==> config.mk <==
export PLATFORM = sky130hd
export DESIGN_NAME = pushwin_fifo
export DESIGN_NICKNAME = d
export VERILOG_FILES = /design/src/rtl/pushwin_pkg.sv /design/src/rtl/pushwin_store.sv /design/src/rtl/pushwin_burst.sv /design/src/rtl/pushwin_irq.sv /design/src/rtl/pushwin_fifo.sv
export SDC_FILE = /design/constraint.sdc
export NUM_CORES = 1
export LEC_CHECK = 0
export BUFFER_PORTS_ARGS = -buffer_cell sky130_fd_sc_hd__buf_2
export CORE_MARGIN = 3
export CORE_UTILIZATION = 40
export CTS_BUF_LIST = sky130_fd_sc_hd__clkbuf_4 sky130_fd_sc_hd__clkbuf_8
export DETAILED_ROUTE_END_ITERATION = 10
export HOLD_SLACK_MARGIN = 0.08
export PLACE_DENSITY = 0.65
export SLEW_MARGIN = 40
export SYNTH_ARGS = -nofsm -noshare
export SYNTH_HDL_FRONTEND = slang
export SYNTH_SLANG_ARGS = --single-unit
==> constraint.sdc <==
create_clock -name clk -period 14.44 [get_ports clk]
set_input_delay 0.722 -clock clk [delete_from_list [all_inputs] [get_ports clk]]
set_output_delay 0.722 -clock clk [all_outputs]
set_load 0.03 [all_outputs]
==> src/rtl/pushwin_pkg.sv <==
package pushwin_pkg;

    typedef enum logic [1:0] {
        CAP_ONE   = 2'b00,
        CAP_TWO   = 2'b01,
        CAP_THREE = 2'b10,
        CAP_ALL   = 2'b11
    } cap_e;

    localparam int CTRL_OFS  = 0;
    localparam int STAT_OFS  = 1;
    localparam int EVT_OFS   = 2;

    localparam int CTRL_IEN_BIT  = 4;
    localparam int STAT_FULL_BIT = 8;
    localparam int STAT_EMPT_BIT = 9;
    localparam int STAT_ONE_BIT  = 10;

    localparam int EVT_DRAIN_BIT = 0;
    localparam int EVT_OVF_BIT   = 1;
    localparam int EVT_W         = 2;

endpackage

==> src/rtl/pushwin_store.sv <==
module pushwin_store #(
    parameter int DATA_W = 32,
    parameter int DEPTH  = 8,
    localparam int PTR_W = $clog2(DEPTH),
    localparam int CNT_W = $clog2(DEPTH + 1)
) (
    input  logic              clk,
    input  logic              rst_n,
    input  logic              push_i,
    input  logic [DATA_W-1:0] push_data_i,
    input  logic              pop_i,
    output logic              accept_o,
    output logic [DATA_W-1:0] head_o,
    output logic [CNT_W-1:0]  count_o
);
    localparam logic [CNT_W-1:0] FULL_CNT = CNT_W'(DEPTH);
    localparam logic [PTR_W-1:0] LAST_PTR = PTR_W'(DEPTH - 1);

    typedef struct packed {
        logic [PTR_W-1:0] wr;
        logic [PTR_W-1:0] rd;
        logic [CNT_W-1:0] cnt;
    } store_t;

    store_t st_d, st_q;
    logic [DATA_W-1:0] mem_q [DEPTH];
    logic acc;

    always_comb begin
        st_d = st_q;
        acc  = push_i && (st_q.cnt != FULL_CNT);
        if (acc) begin
            st_d.wr = (st_q.wr == LAST_PTR) ? '0 : st_q.wr + 1'b1;
        end
        if (pop_i) begin
            st_d.rd = (st_q.rd == LAST_PTR) ? '0 : st_q.rd + 1'b1;
        end
        st_d.cnt = st_q.cnt + (acc ? CNT_W'(1) : CNT_W'(0))
                            - (pop_i ? CNT_W'(1) : CNT_W'(0));
    end

    always_ff @(posedge clk) begin
        if (!rst_n) begin
            st_q <= '0;
        end else begin
            st_q <= st_d;
        end
    end

    always_ff @(posedge clk) begin
        if (acc) begin
            mem_q[st_q.wr] <= push_data_i;
        end
    end

    assign accept_o = acc;
    assign head_o   = mem_q[st_q.rd];
    assign count_o  = st_q.cnt;

    assert_pop_nonempty_R7: assert property (@(posedge clk) disable iff (!rst_n)
        pop_i |-> (st_q.cnt != '0));

    assert_count_bound_R4: assert property (@(posedge clk) disable iff (!rst_n)
        (st_q.cnt == FULL_CNT) && push_i && !pop_i |=> (st_q.cnt == FULL_CNT));

endmodule

==> src/rtl/pushwin_burst.sv <==
module pushwin_burst #(
    parameter int DEPTH  = 8,
    localparam int CNT_W = $clog2(DEPTH + 1)
) (
    input  logic               clk,
    input  logic               rst_n,
    input  pushwin_pkg::cap_e  cap_i,
    input  logic [CNT_W-1:0]   count_i,
    input  logic               ready_i,
    output logic               valid_o,
    output logic               last_o,
    output logic               pop_o
);
    import pushwin_pkg::*;

    typedef struct packed {
        logic       active;
        logic [1:0] beat;
    } burst_t;

    burst_t bs_d, bs_q;
    logic   last;
    logic   pop;

    always_comb begin
        bs_d = bs_q;
        last = bs_q.active &&
               ((count_i == CNT_W'(1)) ||
                ((cap_i != CAP_ALL) && (bs_q.beat == 2'(cap_i))));
        pop  = bs_q.active && ready_i;
        if (!bs_q.active) begin
            bs_d.beat = '0;
            if (count_i != '0) begin
                bs_d.active = 1'b1;
            end
        end else if (pop) begin
            if (last) begin
                bs_d.active = 1'b0;
            end else begin
                bs_d.beat = bs_q.beat + 1'b1;
            end
        end
    end

    always_ff @(posedge clk) begin
        if (!rst_n) begin
            bs_q <= '0;
        end else begin
            bs_q <= bs_d;
        end
    end

    assign valid_o = bs_q.active;
    assign last_o  = last;
    assign pop_o   = pop;

    assert_gap_after_last_R5: assert property (@(posedge clk) disable iff (!rst_n)
        valid_o && ready_i && last_o |=> !valid_o);

    assert_no_valid_empty_R7: assert property (@(posedge clk) disable iff (!rst_n)
        valid_o |-> (count_i != '0));

    assert_valid_held_R11: assert property (@(posedge clk) disable iff (!rst_n)
        valid_o && !ready_i |=> valid_o);

endmodule

==> src/rtl/pushwin_irq.sv <==
module pushwin_irq #(
    parameter int EVT_W = pushwin_pkg::EVT_W
) (
    input  logic             clk,
    input  logic             rst_n,
    input  logic             empty_i,
    input  logic             ovf_i,
    input  logic [EVT_W-1:0] clr_i,
    input  logic             en_i,
    output logic [EVT_W-1:0] evt_o,
    output logic             irq_o
);
    import pushwin_pkg::*;

    typedef struct packed {
        logic             was_empty;
        logic [EVT_W-1:0] evt;
    } irq_t;

    irq_t ir_d, ir_q;
    logic [EVT_W-1:0] set_v;

    always_comb begin
        set_v = '0;
        set_v[EVT_DRAIN_BIT] = empty_i && !ir_q.was_empty;
        set_v[EVT_OVF_BIT]   = ovf_i;
        ir_d.was_empty = empty_i;
        ir_d.evt       = (ir_q.evt & ~clr_i) | set_v;
    end

    always_ff @(posedge clk) begin
        if (!rst_n) begin
            ir_q.was_empty <= 1'b1;
            ir_q.evt       <= '0;
        end else begin
            ir_q <= ir_d;
        end
    end

    assign evt_o = ir_q.evt;
    assign irq_o = ir_q.evt[EVT_DRAIN_BIT] && en_i;

    assert_drain_after_empty_R8: assert property (@(posedge clk) disable iff (!rst_n)
        $rose(evt_o[EVT_DRAIN_BIT]) |-> $past(empty_i));

    assert_ovf_sticky_R4: assert property (@(posedge clk) disable iff (!rst_n)
        evt_o[EVT_OVF_BIT] && !clr_i[EVT_OVF_BIT] |=> evt_o[EVT_OVF_BIT]);

endmodule

==> src/rtl/pushwin_fifo.sv <==
module pushwin_fifo #(
    parameter int DATA_W    = 32,
    parameter int DEPTH     = 8,
    parameter int ADDR_W    = 4,
    parameter int WIN_BASE  = 8,
    parameter int WIN_WORDS = 8
) (
    input  logic              clk,
    input  logic              rst_n,
    input  logic              host_wr_i,
    input  logic [ADDR_W-1:0] host_addr_i,
    input  logic [DATA_W-1:0] host_wdata_i,
    input  logic [ADDR_W-1:0] host_raddr_i,
    output logic [DATA_W-1:0] host_rdata_o,
    output logic              out_valid_o,
    input  logic              out_ready_i,
    output logic [DATA_W-1:0] out_data_o,
    output logic              out_last_o,
    output logic              irq_o
);
    import pushwin_pkg::*;

    localparam int CNT_W = $clog2(DEPTH + 1);
    localparam logic [ADDR_W-1:0] WIN_LO   = ADDR_W'(WIN_BASE);
    localparam logic [ADDR_W-1:0] WIN_HI   = ADDR_W'(WIN_BASE + WIN_WORDS - 1);
    localparam logic [CNT_W-1:0]  FULL_CNT = CNT_W'(DEPTH);

    typedef struct packed {
        logic irq_en;
        cap_e cap;
    } ctrl_t;

    ctrl_t ctl_d, ctl_q;

    logic             win_hit;
    logic             accept;
    logic             pop;
    logic [CNT_W-1:0] count;
    logic [CNT_W-1:0] free_cnt;
    logic             full;
    logic             empty;
    logic             one_left;
    logic [EVT_W-1:0] evt;
    logic [EVT_W-1:0] evt_clr;

    assign win_hit  = host_wr_i && (host_addr_i >= WIN_LO) && (host_addr_i <= WIN_HI);
    assign full     = (count == FULL_CNT);
    assign empty    = (count == '0);
    assign one_left = (count == CNT_W'(1));
    assign free_cnt = FULL_CNT - count;
    assign evt_clr  = (host_wr_i && (host_addr_i == ADDR_W'(EVT_OFS)))
                      ? host_wdata_i[EVT_W-1:0] : '0;

    always_comb begin
        ctl_d = ctl_q;
        if (host_wr_i && (host_addr_i == ADDR_W'(CTRL_OFS))) begin
            ctl_d.cap    = cap_e'(host_wdata_i[1:0]);
            ctl_d.irq_en = host_wdata_i[CTRL_IEN_BIT];
        end
    end

    always_ff @(posedge clk) begin
        if (!rst_n) begin
            ctl_q <= '{irq_en: 1'b0, cap: CAP_ONE};
        end else begin
            ctl_q <= ctl_d;
        end
    end

    always_comb begin
        host_rdata_o = '0;
        case (host_raddr_i)
            ADDR_W'(CTRL_OFS): begin
                host_rdata_o[1:0]          = ctl_q.cap;
                host_rdata_o[CTRL_IEN_BIT] = ctl_q.irq_en;
            end
            ADDR_W'(STAT_OFS): begin
                host_rdata_o[CNT_W-1:0]     = free_cnt;
                host_rdata_o[STAT_FULL_BIT] = full;
                host_rdata_o[STAT_EMPT_BIT] = empty;
                host_rdata_o[STAT_ONE_BIT]  = one_left;
            end
            ADDR_W'(EVT_OFS): begin
                host_rdata_o[EVT_W-1:0] = evt;
            end
            default: host_rdata_o = '0;
        endcase
    end

    pushwin_store #(.DATA_W(DATA_W), .DEPTH(DEPTH)) u_store (
        .clk        (clk),
        .rst_n      (rst_n),
        .push_i     (win_hit),
        .push_data_i(host_wdata_i),
        .pop_i      (pop),
        .accept_o   (accept),
        .head_o     (out_data_o),
        .count_o    (count)
    );

    pushwin_burst #(.DEPTH(DEPTH)) u_burst (
        .clk     (clk),
        .rst_n   (rst_n),
        .cap_i   (ctl_q.cap),
        .count_i (count),
        .ready_i (out_ready_i),
        .valid_o (out_valid_o),
        .last_o  (out_last_o),
        .pop_o   (pop)
    );

    pushwin_irq #(.EVT_W(EVT_W)) u_irq (
        .clk     (clk),
        .rst_n   (rst_n),
        .empty_i (empty),
        .ovf_i   (win_hit && !accept),
        .clr_i   (evt_clr),
        .en_i    (ctl_q.irq_en),
        .evt_o   (evt),
        .irq_o   (irq_o)
    );

    assert_push_accept_R2: assert property (@(posedge clk) disable iff (!rst_n)
        win_hit && !full |=>
        (count == $past(count) + CNT_W'(1) - ($past(pop) ? CNT_W'(1) : CNT_W'(0))));

    assert_data_held_R11: assert property (@(posedge clk) disable iff (!rst_n)
        out_valid_o && !out_ready_i |=> $stable(out_data_o));

endmodule

=== After elaboration in Yosys (flattened, before gate mapping) ===
Memories as Yosys holds them, arrays and structs flattened. A register that Yosys moved wholly into a read port is not among the register bits.
Cells that the tools add are included.

* Add/sub/neg operators: 6
* $lt $le $gt $ge: 2
* Equality and inequality tests: 10
* Multiplexer cells: 18
* Bitwise operators: 4
* Reduce and logical (&&, ||, !) cells: 20

{| class="wikitable"
|+ Operator list
! cell !! number
|-
| $mux W3 || 7
|-
| $logic_not A4 Y1 || 3
|-
| $logic_and A1 B1 Y1 || 11
|-
| $eq A4 B1 Y1 const B || 2
|-
| $eq A4 B2 Y1 const B || 2
|-
| $mux W1 || 7
|-
| $add A3 B1 Y3 const B || 2
|-
| $eq A3 B3 Y1 const B || 2
|-
| $mux W2 || 3
|-
| $pmux W2 S3 || 1
|-
| $add A4 B4 Y4 || 1
|-
| $eq A4 B4 Y1 const B || 1
|-
| $ge A4 B4 Y1 const B || 1
|-
| $le A4 B4 Y1 const B || 1
|-
| $ne A4 B4 Y1 const B || 1
|-
| $reduce_and A2 Y1 || 2
|-
| $reduce_bool A4 Y1 || 1
|-
| $sub A4 B4 Y4 || 1
|-
| $sub A4 B4 Y4 const A || 1
|-
| $add A2 B1 Y2 const B || 1
|-
| $and A2 B2 Y2 || 1
|-
| $eq A2 B2 Y1 || 1
|-
| $logic_not A1 Y1 || 2
|-
| $ne A2 B2 Y1 const B || 1
|-
| other kinds (4) || 4
|}

* Register bits: 19
* Memory bits (writable): 256
* Bits of input ports: 44
* Output and inout port bits: 67
* Memories: 1

{| class="wikitable"
|+ Memories
! name !! words !! bits a word !! read ports !! clocked after Yosys merged registers in !! wr ports !! line !! RTL
|-
| u_store.mem_q || 8 || 32 || 1 || 1 || 1 || pushwin_store.sv:26 || <nowiki>logic [DATA_W-1:0] mem_q [DEPTH];</nowiki>
|}

=== Logic depth before layout (Yosys ltp) ===
Gate-level depths: netlist (run 1).

* Word-level depth: 7
* Depth in mapped cells: 10

=== Cells and area by module ===
Synthesis (run 1) repeated with hierarchy kept, for this count alone.

* Cells, all modules: 548
* Area total of the unflattened synthesis: 11363.4 µm²

{| class="wikitable"
|+ Modules (own cells, without submodules)
! module !! times used !! cells each !! area an instance (µm²)
|-
| pushwin_store || 1 || 445 || 10468.8
|-
| pushwin_fifo || 1 || 69 || 549.3
|-
| pushwin_burst || 1 || 22 || 212.7
|-
| pushwin_irq || 1 || 12 || 132.6
|}

=== Worst setup path before layout (run 1) ===
Ideal clock, no wire load.

* Path type: register -> register
* Start: register u_store.st_q (netlist bit u_store.count_o[1])
* End: memory u_store.mem_q[0][0] (enable)
* Arrival time: 4086 ps
* Data required time: 13938 ps
* Path slack: 9852 ps
* Stages on the path, launching flop included: 6
* Path buffers: 0
* Clock period less this slack: 4588 ps
* Cells stage by stage: dfxtp_1 inv_1 ha_1 nand2_1 nand3_1 nor4_1

* Longest elaborated chain between the ends: 4

{| class="wikitable"
|+ RTL lines
! what !! line !! RTL
|-
| from (decl) || pushwin_store.sv:25 || <nowiki>store_t st_d, st_q;</nowiki>
|-
| from (signal assigned) || pushwin_store.sv:46 || <nowiki>st_q <= st_d;</nowiki>
|-
| $ne A4 B4 Y1 || pushwin_store.sv:31 || <nowiki>acc = push_i && (st_q.cnt != FULL_CNT);</nowiki>
|-
| $logic_and A1 B1 Y1 || pushwin_store.sv:31 ||
|-
| $mux W1 || pushwin_store.sv:51 || <nowiki>if (acc) begin</nowiki>
|-
| $mux W1 (implied by the code) || pushwin_store.sv:52 || <nowiki>mem_q[st_q.wr] <= push_data_i;</nowiki>
|-
| to (decl) || pushwin_store.sv:26 ||
|}

No other way between the ends.

==> summary.md, run 1 <==
| Metric | Value |
|---|---|
| Status | finished clean |
| Core area | 27300 um^2 |
| Hold Buf Count CTS | 0 |
| Fillcell total | 2294 |
| Crit path DAT | 2.74 ns |
| Mux contribution to synthesized area | 18.5% |
| Chip height | 174 um |
| Final period util | 24.0% |
| WL per Instance | 20.0 um |
| Seq/Total Area, Yosys | 72.0% |
| Post-synth EDFFs | 256 |
| Post-Synth XOR/XNOR Area | 0.388% |
| #FFs+latches synth | 278 |
| Post-Synth Simple-Gate Area | 3.00% |
| Ys async rst share | 0% |
| Largest family of logic cells by synthesized area | multiplexers |
| Post-Route WL | 21.4 mm |
| Post-layout instance area | 13000 um^2 |
| Post-cts sizing count | 0 |
| Fin crit period | 3.47 ns |
| Num CTS Buffers | 45 |
| VDD IR-drop max | 0.0791 mV |
| Root Buffer | clkbuf_8 |
| Yosys warnings | 0 |
| Clk Latency, worst-skew pair | 0.54 ns |
| Nature of the critical path endpoint | output port |
| Area taken by multi-input logic gates | 2930 um^2 |
| Initial antenna violation count | 2 |
| Hold Slack | 0.441 ns |
| Static leakage | 0.00446 uW |
| DR vias | 5369 |
| DP Wirelength | 12.0 mm |
| Clock Skews | 0.0185 ns |
| Fmax | 289 MHz |
| PortBufs | 86 |
| Slew Viols, Final | 0 |
| CTS Buffer Depth | 3 |
| Area Growth Syn to Fin | 15.1% |
| Setup TNS | 0 ns |
| Drt initial violations | 461 |
| Power Dens Cells | 144 nW/um^2 |
| Die area | 30300 um^2 |
| Commonest non-fill, non-tap cell in the layout | edfxtp_1 |
| Worst-margin pin slew | 0.721 ns |
| Ports | 111 |
| DRC violations left | 0 |
| Max Cap Viol | 0 |
| Initial Util | 41.3% |
| Min-delay worst type | input pin to flop |
| H-tree depth | 2 |
| WS Path Type | flop to output port |
| Setup Fix Bufs, Post-CTS | 0 |
| Largest net degree at the start of global routing | 55 |
| Area occupied by registers | 8140 um^2 |
| GP Congestion | 0.773 |
| Most frequent cells in the layout | edfxtp_1, buf_2, clkbuf_8 |
| Netlist Area Pre-Place | 11300 um^2 |
| Critical path peak fanout | 54 |
| TritonCTS clock tree | yes |
| Die Wd | 174 um |
| WP data required | 13.72 ns |
| Layout cells sized above 1 | 34.7% |
| Nets@finish | 724 |
| Worst Setup Start Kind | flop |
| Main flop type after synthesis | edfxtp_1 |
| R2r worst-path depth | 8 |
| GRT Util Overall | 14.2% |
| RSZ-0062 raised after global routing | false |
| Synth Area in Compound Gates | 1.21% |
| Clk slew on worst S/H paths | 0.06 ns |
| Post-DRT Antenna Nets | 0 |
| Post-synthesis adder-cell area fraction | 1.62% |
| Hold Path Depth | 1 |
| Synth cell types | 41 |
| Row Count | 60 |
| Pre-antenna DRT Iters | 5 |
| Max_slew headroom | 52.0% |
| First-pass GRT wire length | 33.0 mm |
| CTS Sinks | 278 |
| Grt ovf | 0 |
| Cells after Synth | 543 |
| Post-synthesis area per instance | 20.8 um^2 |
| Final Setup Violations | 0 |
| Placed Area | 12100 um^2 |
| Hold Violations, Final | 0 |
| Vias/cell | 5.02 |
| Via count of the first global-routing pass | 5725 |
==> flip-flops by register name, indices dropped and copies added, names as in the netlist, named ones only <==
register / cells
u_irq.evt_o: 2
u_burst.bs_q: 2
u_store.mem_q: 256
u_store.st_q: 6
ctl_q: 3
u_irq.ir_q: 1
u_burst.valid_o: 1
u_store.count_o: 4
==> layout make-up <==
cell class | instances | share of cell area (%)
clock buffers | 70 | 6.26
flip-flops and latches | 278 | 62.7
well taps | 372 | 3.58
inverters | 11 | 0.318
repair buffers | 97 | 4.08
clock inverters | 8 | 0.491
diodes | 1 | 0.0193
multi-input cells | 233 | 22.6
==> synth_stat cells (2+ instances only) <==
library cell  count  area share [%]
dfxtp_1          22             3.9
and3b_1           2            0.16
ha_1             13             1.4
buf_6             6            0.60
mux2i_1           6            0.53
nor2_1           13            0.43
mux2_4           24             3.2
clkbuf_1          2           0.067
a21oi_1           8            0.35
nor3_1           10            0.44
mux2_2            8            0.80
nand2b_1          2            0.11
mux4_2           28             5.6
a21boi_0          6            0.40
mux4_1           36             8.4
xnor2_1           2            0.16
o311a_1           2            0.18
buf_2             4            0.18
nand2_1          19            0.63
edfxtp_1        256              68
nand3_1           3            0.13
xor2_1            3            0.23
inv_1            11            0.37
nor2b_1           8            0.44
and2_1            5            0.28
buf_1             6            0.20
buf_4            24             1.6
==> metrics by stage <==
step	instances	worst slack, ns	util [%]	power, uW
3_3_place_gp	990	11.27	44.2	1230
2_1_floorplan	566	9.85	-	1170
4_1_cts	1069	10.89	47.5	1900
5_1_grt	1069	10.80	47.5	1960
6_report	1070	10.97	47.5	1870
3_5_place_dp	991	11.35	44.3	1240
==> report_power, final <==
part / switching (uW) / internal [uW]
clock network: 283 / 374
registers: 17.8 / 906
logic: 165 / 127
total: 466 / 1410
==> metal layers <==
| metal | up-vias | wire length [um] | global-route usage (%) |
|---|---|---|---|
| met5 | - | 25 | 0 |
| met4 | 4 | 426 | 3.95 |
| met3 | 41 | 1240 | 3.56 |
| met2 | 162 | 10300 | 23.4 |
| met1 | 2740 | 9410 | 18.8 |
| li1 | 2422 | - | - |
==> cell families (layout without fill, tap and decap cells) <==
| group | after synthesis | after routing |
|---|---|---|
| AO/OA/AOI/OAI | 20 | 20 |
| flip-flops | 278 | 278 |
| multiplexers | 102 | 102 |
| AND/OR/NAND/NOR | 68 | 68 |
| adder cells (fa/ha/maj) | 14 | 14 |
| other | 1 | 25 |
| XOR/XNOR | 5 | 5 |
| buffers and inverters | 55 | 186 |
==> worst paths after layout <==
kind | slack (ns) | startpoint | to
setup / recovery | 10.97 | flop | out_data_o[18]
hold / removal | 0.44 | host_wdata_i[3] | u_store.mem_q[6][3]
setup reg to reg | 11.35 | u_store.count_o[0] | u_store.mem_q[5][11]
hold reg to reg | 0.48 | u_store.st_q[6] | flop
==> worst max-delay path, stage by stage (launching register included) <==
cell and delay (ns):
dfxtp_4 0.46, buf_6 0.60, mux4_1 0.66, mux2_4 0.28
buf_2 0.18
(Power assumes the default switching activity.)
==> inputs of run 2 (changes only) <==
ABC_AREA = 1   (was unset)
clock period = 3.5 ns   (was 14.44 ns; I/O delays follow)
==> summary.md, run 2 <==
| Metric | Value |
|---|---|
| Status | finished clean |
| WS Path Type | input pin to flop |
| Num CTS Buffers | 44 (-2.2%) |
| CTS Buffer Depth | 3 (unchanged) |
| Seq/Total Area, Yosys | 71.2% (-0.81 points) |
| Nature of the critical path endpoint | flop |
| Post-synthesis adder-cell area fraction | 1.60% (-0.018 points) |
| Post-Synth XOR/XNOR Area | 0.307% (-0.081 points) |
| Synth Area in Compound Gates | 9.58% (+8.4 points) |
| Yosys warnings | 0 (unchanged) |
| Final Setup Violations | 0 (unchanged) |
| Synth cell types | 30 (-27%) |
| Int Pwr | 5740 uW (+310%) |
| Initial Util | 40.9% (-0.44 points) |
| Crit path DAT | 2.86 ns (+0.12 ns) |
| DP Wirelength | 13.6 mm (+13%) |
| Commonest cells post-synth | edfxtp_1, nor2_1, o21ai_0 |
| Die Wd | 175 um (+0.55%) |
| Fin crit period | 2.63 ns |
| Post-DRT Antenna Nets | 0 (unchanged) |
| Row Count | 61 (+1.7%) |
| Largest net degree at the start of global routing | 129 (+130%) |
| Highest Signal Layer | met5 |
| Drt initial violations | 446 (-3.3%) |
| Core area | 27900 um^2 (+2.2%) |
| Synth top area share | 67.4% (-0.76 points) |
| Routed length on met3 | 1.60 mm (+29%) |
| Final core occ | 47.9% (+0.41 points) |
| CTS Sinks | 278 (unchanged) |
| #FFs+latches synth | 278 (unchanged) |
| Ys async rst share | 0% (unchanged) |
| Min-delay worst type | input pin to flop |
| Yosys top cell by area | edfxtp_1 |
| Area Growth Syn to Fin | 17.3% |
| Post-Layout Cell Count | 1526 (+43%) |
| WL per Instance | 15.8 um (-21%) |
| DRC violations left | 0 (unchanged) |
| Grt ovf | 0 (unchanged) |
| Clock power share | 31.3% (-3.8 points) |
| Sw Pwr | 2590 uW (+460%) |
| Clock Skews | 0.0194 ns (+0.000891 ns) |
| Root Buffer | clkbuf_8 |
| Largest family of logic cells by synthesized area | simple AND/OR/NAND/NOR gates |
| Reg power frac | 46.2% (-3.1 points) |
| Max FFs per register | 256 (unchanged) |
| Area taken by multi-input logic gates | 2840 um^2 (-3.2%) |
| Count leader, synth | edfxtp_1 |
| Via count of the first global-routing pass | 7301 (+28%) |
| GRT Util Overall | 15.6% (+1.5 points) |
| Hold Buf Count CTS | 41 (+41) |
| Chip height | 175 um (+0.55%) |
| VDD IR-drop max | 0.314 mV (+300%) |
| Biggest register | u_store.mem_q |
| Pre-antenna DRT Iters | 4 (-1) |
| Main flop type after synthesis | edfxtp_1 |
| Synth area leaders | edfxtp_1, nor2_1, o21ai_0, nand2_1, dfxtp_1 |
| Critical path peak fanout | 17 (-69%) |
| Post-Synth Simple-Gate Area | 12.1% (+9.1 points) |
| Clk Latency, worst-skew pair | 0.54 ns (about the same) |
| Setup TNS | 0 ns (unchanged) |
| TritonCTS clock tree | yes |
| Nets@finish | 1178 (+63%) |
| Post-Route WL | 24.2 mm (+13%) |
| Die area | 30600 um^2 (+1.1%) |
| Area occupied by registers | 8140 um^2 (about the same) |
| WP data required | 3.73 ns (-9.99 ns) |
| Power Dens Cells | 622 nW/um^2 (+330%) |
| H-tree depth | 2 (unchanged) |
| Comb power frac | 22.5% (+6.9 points) |
| Setup Fix Bufs, Post-CTS | 0 (unchanged) |
| Netlist Area Pre-Place | 11400 um^2 (+1.1%) |
| Fillcell total | 2450 (+6.8%) |
| Switching share of power | 31.1% (+6.2 points) |
| Mux contribution to synthesized area | 0% (-18 points) |
| Slew Viols, Final | 0 (unchanged) |
| Commonest non-fill, non-tap cell in the layout | edfxtp_1 |
| Post-layout instance area | 13400 um^2 (+3.1%) |
| Max Cap Viol | 0 (unchanged) |
| Initial antenna violation count | 1 (-1) |
| RSZ-0062 raised after global routing | false |
| Vias/cell | 4.83 (-3.7%) |
| Post-synth EDFFs | 256 (unchanged) |
| Static leakage | 0.00493 uW (+11%) |
| Post-cts sizing count | 0 (unchanged) |
| PortBufs | 86 (unchanged) |
| GP Congestion | 0.770 (-0.41%) |
| Fmax | 380 MHz |
| Max_slew headroom | 56.4% (+4.4 points) |
| Hold Violations, Final | 0 (unchanged) |
| Wire length on met1 | 10.8 mm (+15%) |
| Most frequent cells in the layout | edfxtp_1, nor2_1, o21ai_0 |
| Clk slew on worst S/H paths | 0.06 ns (about the same) |
| Post-synthesis area per instance | 11.6 um^2 (-44%) |
| Post-placement cell count | 1411 (+42%) |
| Final period util | 75.3% |
| Layout cells sized above 1 | 15.9% (-19 points) |
| Cells after Synth | 981 (+81%) |
| Ports | 111 (unchanged) |
| Worst Setup Start Kind | input pin |
| DR WL met2 | 11.3 mm (+9.7%) |
| DR vias | 7373 (+37%) |
| Placed Area | 12200 um^2 (+0.47%) |
| Diode count | 0 (-1) |
| Worst-margin pin slew | 0.653 ns (-0.0680 ns) |
| First-pass GRT wire length | 38.3 mm (+16%) |
[run 2: cell count changes in the layout (fill, tap and decap cells not counted), sizes merged, moves of 32 or more]
cell         delta
nor2          +206
o21ai         +201
nand2         +108
mux4           -64
dlygate4sd3    +41
mux2           -32
[run 2: final cells by class]
cell class	count	share of cell area (%)
multi-input combinational	619	21.2
tap	378	3.53
inverter	33	0.934
timing repair buffer	144	7.42
clock inverter	13	0.663
sequential	278	60.8
clock buffer	61	5.48
[run 2: power by group through the flow]
stage	Combinational [uW]	Sequential (uW)	Clock, uW
floorplan	1360	3910	0
global placement	1840	3910	0
detailed placement	1860	3920	0
CTS	1910	3850	2670
global route	2110	3860	2830
finish	1870	3850	2610
[run 2: path summary, 6_finish.rpt]
path                              end  depth (start not counted)                from  slack [ns]
setup / recovery  u_store.mem_q[6][8]                         10           host_wr_i        0.87
hold reg to reg              ctl_q[2]                          2            ctl_q[2]        0.49
setup reg to reg  u_store.mem_q[6][8]                          8  u_store.count_o[1]        0.95
hold / removal               ctl_q[1]                          5      host_addr_i[0]        0.14
[run 2: per-stage QoR]
stage	worst slack (ns)	power, uW	hold WS [ns]
after global routing	0.723	8800	0.175
final	0.865	8330	0.142
after floorplan	0.667	5260	0.264
after detailed placement	0.962	5780	0.459
after global placement	1.05	5760	0.455
after CTS	0.896	8420	0.119
[run 2: routing by layer]
layer | up-vias | track usage, %
li1 | 3632 | -
met1 | 3464 | 20.6
met2 | 228 | 26.0
met3 | 47 | 3.67
met4 | 2 | 4.69
met5 | - | 0
[run 2: logic make-up (layout without fill, tap and decap cells)]
| logic type | Yosys count | in the layout |
|---|---|---|
| AOI/OAI and AO/OA | 217 | 217 |
| xor gates and xnor gates | 4 | 4 |
| adders and majority gates | 14 | 14 |
| buffers and inverters | 107 | 251 |
| DFF | 278 | 278 |
| other | 1 | 24 |
| and+or+nand+nor | 360 | 360 |
[run 2: worst max-delay path: stages]
cell and delay (ns):
dlygate4sd3_1 0.53, buf_2 0.12, nand2_1 0.05, dlygate4sd3_1 0.54
inv_1 0.08, nand2_1 0.14, inv_1 0.11, nand2_1 0.22
nor2_4 0.58, buf_4 0.31
==> inputs of run 3 (changes only) <==
PLACE_DENSITY = 0.67   (was 0.65)
clock period = 2.2 ns   (was 3.5 ns; I/O delays follow)
==> summary.md, run 3 (synthesized netlist as in run 2, its figures left out) <==
| Metric | Value |
|---|---|
| Fin crit period | 2.10 ns |
| Commonest non-fill, non-tap cell in the layout | edfxtp_1 |
| Final period util | 95.4% |
| DR vias | 7568 (+2.6%) |
| Fmax | 476 MHz |
| Setup TNS | 0 ns (unchanged) |
| TritonCTS clock tree | yes |
| Clock power share | 32.4% (+1.1 points) |
| Area Growth Syn to Fin | 21.5% |
| Initial antenna violation count | 1 (unchanged) |
| PortBufs | 86 (unchanged) |
| Die area | 30600 um^2 (unchanged) |
| Post-DRT Antenna Nets | 0 (unchanged) |
| Grt ovf | 0 (unchanged) |
| Diode count | 0 (unchanged) |
| Max FFs per register | 256 (unchanged) |
| Pre-antenna DRT Iters | 5 (+1) |
| Final Setup Violations | 0 (unchanged) |
| Crit-path slowest cell | dlygate4sd3_1 |
| GP Congestion | 0.786 (+2.2%) |
| Nature of the critical path endpoint | flop |
| Initial Util | 40.9% (unchanged) |
| Drt initial violations | 561 (+26%) |
| DRC violations left | 0 (unchanged) |
| Post-Route WL | 25.4 mm (+4.9%) |
| WL per Instance | 16.4 um (+3.6%) |
| Crit path DAT | 2.52 ns (-0.34 ns) |
| Critical path peak fanout | 7 (-10) |
| Clock Skews | 0.0175 ns (-0.00190 ns) |
| GRT Util Overall | 15.9% (+0.24 points) |
| Largest net degree at the start of global routing | 81 (-37%) |
| Hold Path Depth | 2 (-3) |
| Layout cells sized above 1 | 17.7% (+1.7 points) |
| R2r worst-path depth | 10 (+2) |
| Worst Setup Start Kind | input pin |
| Most frequent cells in the layout | edfxtp_1, nor2_1, o21ai_0 |
| Int Pwr | 9620 uW (+68%) |
| Row Count | 61 (unchanged) |
| Sw Pwr | 4250 uW (+64%) |
| Biggest register | u_store.mem_q |
| Most common cell type on the critical path | inv_1 |
| Num CTS Buffers | 45 (+2.3%) |
| Place WS | 0.0797 ns (-0.882 ns) |
| Die Wd | 175 um (unchanged) |
| Min-delay worst type | input pin to flop |
| Switching share of power | 30.7% (-0.42 points) |
| First-pass GRT wire length | 38.9 mm (+1.7%) |
| VDD IR-drop max | 0.520 mV (+65%) |
| Status | finished clean |
| CTS Sinks | 278 (unchanged) |
| Ports | 111 (unchanged) |
| Static leakage | 0.00514 uW (+4.3%) |
| DP Wirelength | 14.4 mm (+5.6%) |
| H-tree depth | 2 (unchanged) |
| Core area | 27900 um^2 (unchanged) |
| Hold Violations, Final | 0 (unchanged) |
| Comb power frac | 23.4% (+0.9 points) |
| Chip height | 175 um (unchanged) |
| Root Buffer | clkbuf_8 |
| Slew Viols, Final | 0 (unchanged) |
| WP data required | 2.62 ns (-1.11 ns) |
| Max Cap Viol | 0 (unchanged) |
| Clk Latency, worst-skew pair | 0.55 ns (about the same) |
| RSZ-0062 raised after global routing | false |
| Vias/cell | 4.90 (+1.4%) |
| Clk slew on worst S/H paths | 0.06 ns (about the same) |
| Power Dens Cells | 1000 nW/um^2 (+61%) |
| WS Path Type | input pin to flop |
| CTS Buffer Depth | 3 (unchanged) |
| Via count of the first global-routing pass | 7406 (+1.4%) |
| Reg power frac | 44.2% (-2.0 points) |
| Nets@finish | 1195 (+1.4%) |
| Setup ws final | 0.101 ns (-0.764 ns) |
| Sequence of cells on the critical path | dlygate4sd3_1, buf_2, nand2_1, dlygate4sd3_1, inv_1, nand2_2, inv_1, ha_1, inv_1, fa_1, xnor2_1, nor2_1 |
| Worst stage delay on the critical path | 0.54 ns (-0.04 ns) |
==> run 3: cell count changes in the layout (fill, tap and decap cells not counted), sizes merged, moves of 2 or more <==
| cell | delta |
|---|---|
| clkinv | -3 |
| inv | +2 |
| dlygate4sd3 | +2 |
| buf | +9 |
| clkbuf | +9 |
==> run 3: final timing paths <==
check	startpoint	to	slack, ns
worst max-delay path	host_wr_i	u_store.count_o[2]	0.10
worst min-delay path	host_wdata_i[22]	u_store.mem_q[0][22]	0.37
worst max register to register	u_store.count_o[1]	u_store.count_o[2]	0.16
worst min register to register	ctl_q[2]	ctl_q[2]	0.50
==> run 3: stage by stage <==
stage | total power, uW | area [um^2] | cells | util, % | hold WS [ns]
floorplan | 8380 | 11500 | 1004 | - | 0.199
global placement | 9250 | 12400 | 1418 | 44.3 | 0.382
detailed placement | 9290 | 12400 | 1418 | 44.3 | 0.391
CTS | 13900 | 13800 | 1541 | 49.3 | 0.356
global route | 14600 | 13900 | 1545 | 49.6 | 0.373
finish | 13900 | 13900 | 1545 | 49.6 | 0.372
==> run 3: cell type report <==
type / instances / area [um^2]
fillers: 2467 / 14100
repair buffers: 160 / 1370
well taps: 378 / 473
inverters: 33 / 126
flip-flops and latches: 278 / 8140
clock inverters: 12 / 115
multi-input cells: 619 / 2850
clock buffers: 65 / 801
==> run 3: worst max-delay path, delay by kind of cell <==
kind | cells | cell delay, ns
buffers and inverters | 6 | 1.47
adders and majority gates | 2 | 0.57
and+or+nand+nor | 3 | 0.20
xor gates and xnor gates | 1 | 0.18
==> run 3: timing repair <==
action	CTS	global route
endpoints found under the setup margin	32	175
cloned	0	2
gates resized for setup	3	20
endpoints found under the hold margin	278	0
buffers inserted	3	2
hold buffers	43	0
==> run 3: power groups by stage <==
stage	clock, uW	combinational (uW)	sequential [uW]
floorplan	0	2170	6210
global placement	0	3000	6250
detailed placement	0	3030	6260
CTS	4580	3160	6130
global route	4820	3580	6160
finish	4490	3250	6130
==> run 3: layer usage <==
metal  track usage (%)  part of all wire, %  up-vias
met2              26.3                   47      229
met3              3.80                  6.3       28
li1                  -                    -     3673
met4              3.32                  1.1        2
met1              21.5                   45     3636
met5                 0                0.051        -
